$ cat src/rtl/ep0_out_pkg.sv
package ep0_out_pkg;
  typedef enum logic [1:0] {
    HS_ACK   = 2'b00,
    HS_NAK   = 2'b01,
    HS_STALL = 2'b10
  } hs_e;

  localparam int BIT_EN     = 31;
  localparam int BIT_SNAK   = 27;
  localparam int BIT_CNAK   = 26;
  localparam int BIT_STALL  = 21;
  localparam int BIT_SNOOP  = 20;
  localparam int BIT_NAKSTS = 17;

  typedef struct packed {
    logic set_en;
    logic set_nak;
    logic clr_nak;
    logic set_stall;
    logic wr_snoop;
    logic snoop_val;
  } sw_cmd_t;

  typedef struct packed {
    logic en;
    logic nak;
    logic stall;
    logic snoop;
  } ep_state_t;
endpackage

$ cat src/rtl/ep0_csr_if.sv
module ep0_csr_if
  import ep0_out_pkg::*;
#(
  parameter int DATA_W   = 32,
  parameter int ADDR_W   = 4,
  parameter logic [ADDR_W-1:0] CSR_ADDR = '0
) (
  input  logic              wr,
  input  logic              rd,
  input  logic [ADDR_W-1:0] addr,
  input  logic [DATA_W-1:0] wdata,
  input  logic [DATA_W/8-1:0] be,
  input  ep_state_t         st,
  input  logic              naksts,
  output sw_cmd_t           cmd,
  output logic [DATA_W-1:0] rdata
);
  localparam int NLANE = DATA_W / 8;

  logic             hit;
  logic [NLANE-1:0] lane_we;
  logic             unused_wbits;

  assign hit = (addr == CSR_ADDR);

  generate
    for (genvar i = 0; i < NLANE; i++) begin : g_lane
      assign lane_we[i] = wr & hit & be[i];
    end
  endgenerate

  assign unused_wbits = ^{wdata, lane_we};

  always_comb begin
    cmd.set_en    = lane_we[BIT_EN/8]    & wdata[BIT_EN];
    cmd.set_nak   = lane_we[BIT_SNAK/8]  & wdata[BIT_SNAK];
    cmd.clr_nak   = lane_we[BIT_CNAK/8]  & wdata[BIT_CNAK];
    cmd.set_stall = lane_we[BIT_STALL/8] & wdata[BIT_STALL];
    cmd.wr_snoop  = lane_we[BIT_SNOOP/8];
    cmd.snoop_val = wdata[BIT_SNOOP];
  end

  always_comb begin
    rdata = '0;
    if (rd && hit) begin
      rdata[BIT_EN]     = st.en;
      rdata[BIT_STALL]  = st.stall;
      rdata[BIT_SNOOP]  = st.snoop;
      rdata[BIT_NAKSTS] = naksts;
    end
  end
endmodule

$ cat src/rtl/ep0_state.sv
module ep0_state
  import ep0_out_pkg::*;
(
  input  logic      clk,
  input  logic      rst_n,
  input  sw_cmd_t   cmd,
  input  logic      ev_setup_tok,
  input  logic      ev_setup_pkt,
  input  logic      ev_xfer_done,
  input  logic      ev_bus_reset,
  output ep_state_t st_q,
  output logic      irq_setup_q,
  output logic      irq_xfer_q
);
  logic hw_done;
  assign hw_done = ev_setup_pkt | ev_xfer_done;

  always_ff @(posedge clk or negedge rst_n) begin
    if (!rst_n) begin
      st_q        <= '0;
      irq_setup_q <= 1'b0;
      irq_xfer_q  <= 1'b0;
    end else if (ev_bus_reset) begin
      st_q        <= '0;
      irq_setup_q <= 1'b0;
      irq_xfer_q  <= 1'b0;
    end else begin
      irq_setup_q <= ev_setup_pkt;
      irq_xfer_q  <= ev_xfer_done;
      if (hw_done)         st_q.en <= 1'b0;
      else if (cmd.set_en) st_q.en <= 1'b1;
      if (hw_done || cmd.set_nak) st_q.nak <= 1'b1;
      else if (cmd.clr_nak)       st_q.nak <= 1'b0;
      if (ev_setup_tok)       st_q.stall <= 1'b0;
      else if (cmd.set_stall) st_q.stall <= 1'b1;
      if (cmd.wr_snoop) st_q.snoop <= cmd.snoop_val;
    end
  end
endmodule

$ cat src/rtl/ep0_hs_arb.sv
module ep0_hs_arb
  import ep0_out_pkg::*;
(
  input  logic stall,
  input  logic nak,
  input  logic glob_nak,
  input  logic is_setup,
  output hs_e  hs,
  output logic naksts
);
  assign naksts = !stall && (nak || glob_nak);

  always_comb begin
    if (is_setup)    hs = HS_ACK;
    else if (stall)  hs = HS_STALL;
    else if (naksts) hs = HS_NAK;
    else             hs = HS_ACK;
  end
endmodule

$ cat src/rtl/ep0_out_ctrl.sv
module ep0_out_ctrl
  import ep0_out_pkg::*;
#(
  parameter int DATA_W = 32,
  parameter int ADDR_W = 4,
  parameter logic [ADDR_W-1:0] CSR_ADDR = 4'h8
) (
  input  logic                clk,
  input  logic                rst_n,
  input  logic                csr_wr,
  input  logic                csr_rd,
  input  logic [ADDR_W-1:0]   csr_addr,
  input  logic [DATA_W-1:0]   csr_wdata,
  input  logic [DATA_W/8-1:0] csr_be,
  output logic [DATA_W-1:0]   csr_rdata,
  input  logic                ev_setup_tok,
  input  logic                ev_setup_pkt,
  input  logic                ev_xfer_done,
  input  logic                ev_bus_reset,
  input  logic                glob_out_nak,
  input  logic                pkt_is_setup,
  output logic [1:0]          hs_code,
  output logic                ep_enable,
  output logic                nak_status,
  output logic                snoop_en,
  output logic                irq_setup_done,
  output logic                irq_xfer_done
);
  sw_cmd_t   cmd;
  ep_state_t st_q;
  hs_e       hs;
  logic      stall_q;
  logic      nak_q;

  ep0_csr_if #(.DATA_W(DATA_W), .ADDR_W(ADDR_W), .CSR_ADDR(CSR_ADDR)) u_csr (
    .wr(csr_wr), .rd(csr_rd), .addr(csr_addr), .wdata(csr_wdata), .be(csr_be),
    .st(st_q), .naksts(nak_status), .cmd(cmd), .rdata(csr_rdata)
  );

  ep0_state u_state (
    .clk(clk), .rst_n(rst_n), .cmd(cmd),
    .ev_setup_tok(ev_setup_tok), .ev_setup_pkt(ev_setup_pkt),
    .ev_xfer_done(ev_xfer_done), .ev_bus_reset(ev_bus_reset),
    .st_q(st_q), .irq_setup_q(irq_setup_done), .irq_xfer_q(irq_xfer_done)
  );

  assign stall_q = st_q.stall;
  assign nak_q   = st_q.nak;

  ep0_hs_arb u_arb (
    .stall(stall_q), .nak(nak_q), .glob_nak(glob_out_nak),
    .is_setup(pkt_is_setup), .hs(hs), .naksts(nak_status)
  );

  assign hs_code   = hs;
  assign ep_enable = st_q.en;
  assign snoop_en  = st_q.snoop;
endmodule

$ cat config.mk
export PLATFORM = sky130hd
export DESIGN_NAME = ep0_out_ctrl
export DESIGN_NICKNAME = d
export VERILOG_FILES = /design/src/rtl/ep0_out_pkg.sv /design/src/rtl/ep0_csr_if.sv /design/src/rtl/ep0_state.sv /design/src/rtl/ep0_hs_arb.sv /design/src/rtl/ep0_out_ctrl.sv
export SDC_FILE = /design/constraint.sdc
export NUM_CORES = 1
export LEC_CHECK = 0
export BUFFER_PORTS_ARGS = -buffer_cell sky130_fd_sc_hd__buf_2
export CAP_MARGIN = 20
export CORE_AREA = 2 2 48 50
export DETAILED_ROUTE_END_ITERATION = 6
export DIE_AREA = 0 0 50 52
export GPL_TIMING_DRIVEN = 0
export HOLD_SLACK_MARGIN = 0.06
export MAX_ROUTING_LAYER = met4
export PLACE_DENSITY = 0.77
export SKIP_LAST_GASP = 1
export SYNTH_ARGS = -nofsm -noshare
export SYNTH_HDL_FRONTEND = slang
export SYNTH_HIERARCHICAL = 1
export SYNTH_SLANG_ARGS = --single-unit
export TNS_END_PERCENT = 30
$ cat constraint.sdc
create_clock -name clk -period 1.1 [get_ports clk]
set_clock_uncertainty 0.2 [all_clocks]
set_input_delay 0.055 -clock clk [delete_from_list [all_inputs] [get_ports clk]]
set_output_delay 0.055 -clock clk [all_outputs]
set_load 0.05 [all_outputs]
==> out/qor.txt, run 1 <==
Diodes inserted: 0
Post-Layout Inst Area: 1100 µm²
GPL Wtd Cong: 0.674
RR Endpoint: u_state/st_q[1]
EDFF count, synth: 0
Gr usage total: 10.8%
Full die area: 2600 µm²
Peak VDD IR: 530 µV
CP endpoint kind: output pin
Skew-Pair Late Insertion Delay: 240 ps
Pin count of the biggest net entering global routing: 10
CTS clk-pin slew, worst paths: 40 ps
Mapped Cells: 61
Most common library cells after synthesis: 29 x buf_4, 6 x dfrtp_1, 5 x and3_2, 5 x nor2_1, 4 x and4_1
Mean Syn Cell Area: 9.21 µm²
First-pass GRT wire length: 2050 µm
Vias/cell: 3.50
Nets: 188
Proportion of layout cells with a drive suffix above 1: 58.4%
Ys async rst share: 100%
Routed wire length: 1460 µm
RSZ-0062 raised after global routing: true
LEAKAGE: 0.624 nW
Fin. max-slew vios: 0
Xor/xnor share of the synthesized area: 0%
Num CTS Buffers: 3
PortBufs: 30
Worst setup margin: -306 ps
Post-DRT Antenna Nets: 0
R2R setup slack: 50 ps
CP max stage cell: dfrtp_1
Seq. cell area: 151 µm²
Setup_tns: -1910 ps
Clock buffer depth: 2
Most used cell, CP: nor2_4
Crit start category: flop
Minimum clock period: 1410 ps
R2R Path Start: u_state/st_q[1]
Status: finished, violations left
Req. time, crit path: 840 ps
Setup CP Type: reg -> out
DR vias: 577
Count leader, synth: buf_4
Max Cap Viol: 0
First-pass DRT Iterations: 1
Seq/Total Area, Yosys: 26.7%
Post-synth top area cell: buf_4
DR WL/cell: 8.84 µm
Register bit total from synthesis: 6
Post-synthesis mux area share: 1.78%
Largest family of logic cells by synthesized area: buffers and inverters
Row Count: 17
Multi-input logic area: 328 µm²
Top post-synthesis cells by area: buf_4 39%, dfrtp_1 27%, and3_2 6.7%, and4_1 6.2%, nor4b_4 4.2%
Area grow syn2layout: 95.5%
Post-synthesis simple-gate area fraction: 31.2%
Final hold vios: 0
CTS root buffer: clkbuf_4
Final setup vio count: 13
Slowest stage delay, CP: 410 ps
Synth Flop Type: dfrtp_1
Post-synthesis compound-gate area fraction: 0.891%
Yosys cell types: 15
Final Cycle Share: 128%
DP HPWL: 1120 µm
# IOs: 89
Initial DRC count: 0
CTS H-Tree Depth: 1
CTS tree: done
Violated checks: setup timing
Starting Density: 26.7%
DP Cell Count: 146
CP endpoint: csr_rdata[17]
Dpl cell area: 867 µm²
Synth Area in Adders: 0%
Final-layout fill cell count: 198
Area of the mapped netlist: 562 µm²
Initial antenna violation count: 0
Die height: 52 µm
WP data arrival: 1150 ps
Die width: 50 µm
R2R depth: 3
Min-delay worst type: in -> reg
Core Region: 2110 µm²
Ys Warns: 6
Top cell type's share of synthesized area: 38.8%
Crit. Startpoint: u_state/st_q[2]
DRC: 0
Post-route insts no fill: 165
Grt ovf: 0
Crit-path max FO: 2
Vias in the first global route: 473
Critical-path cell list: nor2_4 -> nor2_4 -> and3_4 -> buf_8
Pwr/cell area: 821 nW/µm²
Max Freq: 711 MHz
Sink Count: 6
==> worst min-delay path by stage <==
stage,cells after the start,endpoint,start,slack (ps)
after CTS,4,u_state/st_q[2],csr_wdata[26],60
after global placement,1,u_state/st_q[0],rst_n,-320
after detailed placement,1,u_state/st_q[0],rst_n,-320
final,4,u_state/st_q[2],csr_wdata[26],60
after global routing,4,u_state/st_q[2],csr_wdata[26],60
after floorplan,0,u_state/irq_setup_q,rst_n,-440
==> kinds of logic (layout without fill, tap and decap cells) <==
| group | Yosys count | in the layout |
|---|---|---|
| simple gates | 23 | 23 |
| compound gates | 1 | 1 |
| mux | 1 | 1 |
| buf+inv | 29 | 78 |
| flops | 6 | 6 |
| other cells | 1 | 28 |
==> worst max-delay path, delay by kind of cell (launching register included) <==
kind                   cells  cell delay (ps)
buffers and inverters      1              140
flip-flops                 1              410
AND/OR/NAND/NOR            3              360
==> flip-flops by register name, indices dropped and copies added, names as in the netlist <==
name                 count
u_state/irq_setup_q      1
u_state/irq_xfer_q       1
u_state/st_q             4
==> cell type report <==
| cell class | count | area share [%] |
|---|---|---|
| Tap cell | 28 | 3.19 |
| Clock buffer | 4 | 2.39 |
| Multi-Input combinational cell | 53 | 29.8 |
| Buffer | 29 | 19.8 |
| Timing Repair Buffer | 45 | 31.0 |
| Sequential cell | 6 | 13.8 |
==> placed cells by master (no fill, tap or decap) <==
master / n
nor4_2: 1
buf_2: 23
buf_4: 35
mux2i_1: 1
buf_6: 4
dfrtp_2: 1
nor2_1: 3
conb_1: 28
and4_1: 4
and3_2: 2
clkbuf_4: 3
nor2b_2: 1
nor3_4: 1
nor2_4: 2
nor2b_1: 2
nand2b_1: 1
buf_8: 3
nor4b_4: 1
nor3_1: 2
dlygate4sd3_1: 9
a21oi_1: 1
clkbuf_1: 1
and3_4: 3
dfrtp_1: 5
==> per-stage QoR <==
| step | util [%] | hold WS (ps) | setup slack, ps | total power, W |
|---|---|---|---|---|
| 6_report | 52.2 | 56.7 | -306 | 0.000902 |
| 3_5_place_dp | 41.2 | -316 | -365 | 0.000644 |
| 3_3_place_gp | 41.2 | -322 | -318 | 0.000639 |
| 4_1_cts | 48.2 | 55.7 | -340 | 0.000893 |
| 5_1_grt | 52.2 | 63.0 | -352 | 0.000947 |
| 2_1_floorplan | - | -441 | -225 | 0.000580 |
==> power breakdown <==
part           switching [W]  leakage [nW]  total [W]  internal [W]
combinational       0.000307         0.531   0.000458      0.000151
clock              0.0000744        0.0150   0.000211      0.000137
sequential        0.00000474        0.0780   0.000233      0.000228
total               0.000386         0.624   0.000902      0.000516
==> repair_timing <==
action	in CTS	in global routing
endpoints found under the hold margin	12	0
pin swaps	2	2
endpoints found under the setup margin	13	20
hold buffers	9	0
buffers inserted	1	5
resized for setup	7	19
==> metal layers <==
layer	share of wire [%]	global-route usage (%)
met1	36	10.7
met2	54	20.2
met5	0	-
met3	8.9	2.01
met4	0.89	5.56
Note: power is estimated with default switching activity, not from simulation.
==> run 2: changes to the inputs <==
--- a/config.mk
+++ b/config.mk
@@ -14,6 +14,7 @@
 export HOLD_SLACK_MARGIN = 0.06
 export MAX_ROUTING_LAYER = met4
 export PLACE_DENSITY = 0.77
+export SKIP_CTS_REPAIR_TIMING = 1
 export SKIP_LAST_GASP = 1
 export SYNTH_ARGS = -nofsm -noshare
 export SYNTH_HDL_FRONTEND = slang
==> run 2 against run 1 <==
Compared with the run above: the run ends with hold timing, setup timing left; fmax fell by 1.3%; sequential power barely moved; final cell count fell by 3.0%; total power fell by 0.97%; critical endpoint unchanged.
==> out/qor.txt, run 2 (same netlist as run 1, synthesis figures left out) <==
CTS clk-pin slew, worst paths: 50 ps (was 40 ps)
Min-delay worst type: in -> async (was in -> reg)
Starting Density: 26.7% (unchanged)
WP data arrival: 1170 ps (was 1150 ps)
Setup_tns: -2160 ps (was -1910 ps)
RSZ-0062 raised after global routing: true (unchanged)
Largest registers: u_state/st_q (4), u_state/irq_setup_q (1), u_state/irq_xfer_q (1) (unchanged)
Violated checks: hold timing, setup timing (was setup timing)
Crit start category: flop (unchanged)
Met3 WL: 124 µm (was 130 µm)
DR vias: 544 (was 577)
Proportion of layout cells with a drive suffix above 1: 59.1% (was 58.4%)
Die width: 50 µm (unchanged)
Pwr/cell area: 870 nW/µm² (was 821 nW/µm²)
First-pass GRT wire length: 1750 µm (was 2050 µm)
R2R setup slack: 90 ps (was 50 ps)
LEAKAGE: 0.599 nW (was 0.624 nW)
Final hold vios: 6 (was 0)
Setup CP Type: reg -> out (unchanged)
Crit-path max FO: 2 (unchanged)
Fin. max-slew vios: 0 (unchanged)
CTS tree: done (unchanged)
Highest metal used: met4 (unchanged)
Max Freq: 702 MHz (was 711 MHz)
Core Region: 2110 µm² (unchanged)
Initial antenna violation count: 0 (unchanged)
Final Cycle Share: 130% (was 128%)
Commonest non-fill, non-tap cell in the layout: buf_4 (unchanged)
Full die area: 2600 µm² (unchanged)
Most frequent cells in the layout: 33 x buf_4, 28 x conb_1, 26 x buf_2 (was 35 x buf_4, 28 x conb_1, 23 x buf_2)
GPL Wtd Cong: 0.674 (unchanged)
Area grow syn2layout: 82.9% (was 95.5%)
Status: finished, violations left (unchanged)
DRC: 0 (unchanged)
Initial DRC count: 2 (was 0)
DR WL/cell: 8.54 µm (was 8.84 µm)
Diodes inserted: 0 (unchanged)
Minimum clock period: 1430 ps (was 1410 ps)
Combinational Power Share: 50.2% (was 50.8%)
# IOs: 89 (unchanged)
P_sw: 0.000384 W (was 0.000386 W)
Grt ovf: 0 (unchanged)
Skew-Pair Late Insertion Delay: 240 ps (about the same)
Vias/cell: 3.40 (was 3.50)
Clock power share: 23.7% (was 23.4%)
Largest Register: u_state/st_q (unchanged)
First-pass DRT Iterations: 2 (was 1)
Sw frac: 43.0% (was 42.8%)
Post-DRT Antenna Nets: 0 (unchanged)
Max reg flops: 4 (unchanged)
Gr usage total: 9.32% (was 10.8%)
Met2 routed WL: 720 µm (was 789 µm)
Row Count: 17 (unchanged)
Clock buffer depth: 2 (unchanged)
R2R depth: 3 (unchanged)
Internal power: 0.000509 W (was 0.000516 W)
Req. time, crit path: 840 ps (about the same)
CP endpoint kind: output pin (unchanged)
CTS H-Tree Depth: 1 (unchanged)
Die height: 52 µm (unchanged)
Routed wire length: 1370 µm (was 1460 µm)
Peak VDD IR: 511 µV (was 530 µV)
R2R Path Start: u_state/st_q[3] (was u_state/st_q[1])
PortBufs: 30 (unchanged)
Final setup vio count: 13 (unchanged)
Pin count of the biggest net entering global routing: 10 (unchanged)
Worst setup margin: -325 ps (was -306 ps)
CTS root buffer: clkbuf_4 (unchanged)
Sink Count: 6 (unchanged)
Hold WS: -28.2 ps (was 56.7 ps)
Max Cap Viol: 0 (unchanged)
Num CTS Buffers: 3 (unchanged)
DP HPWL: 1120 µm (unchanged)
Nets: 183 (was 188)
Seq pwr share: 26.0% (was 25.8%)
RR Endpoint: u_state/st_q[3] (was u_state/st_q[1])
Vias in the first global route: 401 (was 473)
Final core utilization: 48.8% (was 52.2%)
M1 WL: 508 µm (was 525 µm)
-- run 2: cell types whose count changed in the layout (fill, tap and decap cells not counted) --
cell	previous run	this run
buf_2	23	26
buf_8	3	2
and3_4	3	2
and3_2	2	3
dlygate4sd3_1	9	6
buf_6	4	2
buf_4	35	33
-- run 2: power by group through the flow --
stage | Sequential (W) | Combinational (W) | Clock, W
floorplan | 0.000248 | 0.000332 | 0
CTS | 0.000232 | 0.000409 | 0.000220
detailed placement | 0.000235 | 0.000409 | 0
finish | 0.000233 | 0.000449 | 0.000212
global route | 0.000233 | 0.000469 | 0.000233
global placement | 0.000235 | 0.000405 | 0
-- run 2: area by class of cell --
| cell class | count | area, µm² |
|---|---|---|
| flip-flops and latches | 6 | 151 |
| plain buffers | 29 | 218 |
| repair buffers | 40 | 273 |
| clock buffers | 4 | 26.3 |
| well taps | 28 | 35.0 |
| fillers | 206 | 1080 |
| multi-input cells | 53 | 324 |
-- run 2: routing by layer --
layer	vias to the layer above	GRT usage, %
li1	289	-
met1	217	10.2
met2	36	15.8
met3	2	1.72
met4	0	5.56
met5	-	-
-- run 2: how the worst max path moves through the flow --
stage / slack [ps] / endpoint / from
after CTS: -540 / csr_rdata[17] / u_state/st_q[2]
after global routing: -370 / csr_rdata[17] / u_state/st_q[2]
after detailed placement: -360 / u_state/st_q[0] / csr_addr[1]
after global placement: -320 / u_state/st_q[0] / csr_addr[1]
final: -330 / csr_rdata[17] / u_state/st_q[2]
after floorplan: -220 / csr_rdata[17] / u_state/st_q[1]
-- run 2: metrics by stage --
step	instance area [µm²]	worst slack (ps)	hold WS, ps	cells	power (W)
floorplan	682	-225	-441	88	0.000580
global placement	867	-318	-322	146	0.000639
detailed placement	867	-365	-316	146	0.000644
CTS	893	-536	-575	150	0.000861
global route	1030	-370	-15.9	160	0.000935
finish	1030	-325	-28.2	160	0.000893
-- run 2: critical path, cell delays in order (launching register included) --
cell and delay (ps):
dfrtp_1 410, nor2_4 190, nor2_4 40, and3_4 150, buf_8 140
==> run 3: changes to the inputs <==
--- a/config.mk
+++ b/config.mk
@@ -7,13 +7,15 @@
 export LEC_CHECK = 0
 export BUFFER_PORTS_ARGS = -buffer_cell sky130_fd_sc_hd__buf_2
 export CAP_MARGIN = 20
-export CORE_AREA = 2 2 48 50
+export CELL_PAD_IN_SITES_DETAIL_PLACEMENT = 1
+export CELL_PAD_IN_SITES_GLOBAL_PLACEMENT = 2
+export CORE_AREA = 2 2 72 74
 export DETAILED_ROUTE_END_ITERATION = 6
-export DIE_AREA = 0 0 50 52
+export DIE_AREA = 0 0 74 76
 export GPL_TIMING_DRIVEN = 0
 export HOLD_SLACK_MARGIN = 0.06
 export MAX_ROUTING_LAYER = met4
-export PLACE_DENSITY = 0.77
+export PLACE_DENSITY_LB_ADDON = 0.1
 export SKIP_CTS_REPAIR_TIMING = 1
 export SKIP_LAST_GASP = 1
 export SYNTH_ARGS = -nofsm -noshare
==> run 3 against run 2 <==
Compared with the run above: the flow finishes with violations (setup timing); via count is 4.6% higher; total power grew 15%; flip-flop and latch count stayed put; highest routed layer is now met3.
==> out/qor.txt, run 3 (same netlist as run 1, synthesis figures left out) <==
Skew-Pair Late Insertion Delay: 220 ps (was 240 ps)
LEAKAGE: 0.599 nW (about the same)
Starting Density: 11.4% (was 26.7%)
Routed wire length: 1630 µm (was 1370 µm)
Crit-path max FO: 2 (unchanged)
Post-DRT Antenna Nets: 0 (unchanged)
CP max stage cell: dfrtp_1 (unchanged)
Min-delay worst type: in -> async (unchanged)
Fin. max-slew vios: 0 (unchanged)
Die width: 74 µm (was 50 µm)
CTS root buffer: clkbuf_8 (was clkbuf_4)
Num CTS Buffers: 3 (unchanged)
Area grow syn2layout: 94.0% (was 82.9%)
Final setup vio count: 13 (unchanged)
Req. time, crit path: 840 ps (about the same)
Crit start category: flop (unchanged)
Row Count: 26 (was 17)
CTS clk-pin slew, worst paths: 40 ps (was 50 ps)
CTS H-Tree Depth: 1 (unchanged)
Proportion of layout cells with a drive suffix above 1: 58.5% (was 59.1%)
Dpl cell area: 920 µm² (was 867 µm²)
Nets: 181 (was 183)
Commonest non-fill, non-tap cell in the layout: buf_4 (unchanged)
Max Freq: 719 MHz (was 702 MHz)
Largest registers: u_state/st_q (4), u_state/irq_setup_q (1), u_state/irq_xfer_q (1) (unchanged)
Peak VDD IR: 260 µV (was 511 µV)
# IOs: 89 (unchanged)
Diodes inserted: 0 (unchanged)
Pin count of the biggest net entering global routing: 10 (unchanged)
RSZ-0062 raised after global routing: true (unchanged)
Slowest stage delay, CP: 410 ps (about the same)
CP endpoint kind: output pin (unchanged)
Clock buffer depth: 2 (unchanged)
Most used cell, CP: nor2_4 (unchanged)
WP data arrival: 1140 ps (was 1170 ps)
Worst setup margin: -291 ps (was -325 ps)
Core Region: 4910 µm² (was 2110 µm²)
DP HPWL: 1420 µm (was 1120 µm)
CTS tree: done (unchanged)
Largest Register: u_state/st_q (unchanged)
DRC: 0 (unchanged)
Sink Count: 6 (unchanged)
Vias/cell: 2.85 (was 3.40)
Status: finished, violations left (unchanged)
Minimum clock period: 1390 ps (was 1430 ps)
GPL Wtd Cong: 0.640 (was 0.674)
Most frequent cells in the layout: 31 x buf_4, 28 x conb_1, 25 x buf_2 (was 33 x buf_4, 28 x conb_1, 26 x buf_2)
Pwr/cell area: 942 nW/µm² (was 870 nW/µm²)
CP top delay family: flip-flops (unchanged)
Final hold vios: 0 (was 6)
Critical path buffer and inverter count: 1 (unchanged)
DR WL/cell: 8.16 µm (was 8.54 µm)
Vias in the first global route: 532 (was 401)
PortBufs: 30 (unchanged)
Max Cap Viol: 0 (unchanged)
Initial antenna violation count: 0 (unchanged)
Setup_tns: -1680 ps (was -2160 ps)
First-pass GRT wire length: 2430 µm (was 1750 µm)
Initial DRC count: 3 (was 2)
Hold WS: 2.85 ps (was -28.2 ps)
Violated checks: setup timing (was hold timing, setup timing)
First-pass DRT Iterations: 3 (was 2)
Full die area: 5620 µm² (was 2600 µm²)
Critical-path cell list: nor2_4 -> nor2_4 -> and3_4 -> buf_8 (unchanged)
DR vias: 569 (was 544)
Gr usage total: 5.93% (was 9.32%)
Setup CP Type: reg -> out (unchanged)
Final Cycle Share: 126% (was 130%)
Die height: 76 µm (was 52 µm)
Grt ovf: 0 (unchanged)
Post-Layout Inst Area: 1090 µm² (was 1030 µm²)
Max reg flops: 4 (unchanged)
-- run 3: where the power goes --
| group | internal (W) | total [W] | switching, W |
|---|---|---|---|
| registers | 0.000229 | 0.000233 | 0.00000461 |
| clock network | 0.000250 | 0.000350 | 0.0000999 |
| logic | 0.000141 | 0.000444 | 0.000303 |
| total | 0.000619 | 0.00103 | 0.000408 |
-- run 3: final timing paths --
kind                            startpoint               to  slack, ps  cells after the start
min in group clk                    csr_wr  u_state/st_q[1]         90                      4
max in group asynchronous            rst_n  u_state/st_q[1]        540                      2
min                                  rst_n  u_state/st_q[1]          3                      2
max reg2reg                u_state/st_q[1]  u_state/st_q[1]        170                      2
max                        u_state/st_q[2]    csr_rdata[17]       -290                      4
min reg2reg                u_state/st_q[0]  u_state/st_q[0]        370                      2
-- run 3: worst reg2reg max path, cell delays in order, from the launching register on --
cell	delay (ps)
dfrtp_2	450
nor2_1	110
nor3_1	50
-- run 3: area by class of cell --
| type | count | area [µm²] |
|---|---|---|
| well taps | 70 | 87.6 |
| fillers | 600 | 3820 |
| plain buffers | 29 | 218 |
| repair buffers | 38 | 264 |
| multi-input cells | 53 | 324 |
| clock buffers | 4 | 45.0 |
| flip-flops and latches | 6 | 151 |
-- run 3: metrics by stage --
stage	setup slack (ps)	instances	power, W	util (%)
final	-291	200	0.00103	22.2
after global routing	-352	200	0.00109	22.2
after CTS	-495	192	0.00101	19.6
after detailed placement	-353	188	0.000645	18.7
after global placement	-349	188	0.000643	18.7
after floorplan	-225	88	0.000580	-
-- run 3: per-layer routing --
metal  vias to the layer above  routed length [µm]  track usage [%]
met1                       246                 642             6.55
met3                         0                 224             3.04
met5                         -                   0                -
met4                         0                   0             2.18
li1                        285                   -                -
met2                        38                 765             9.02
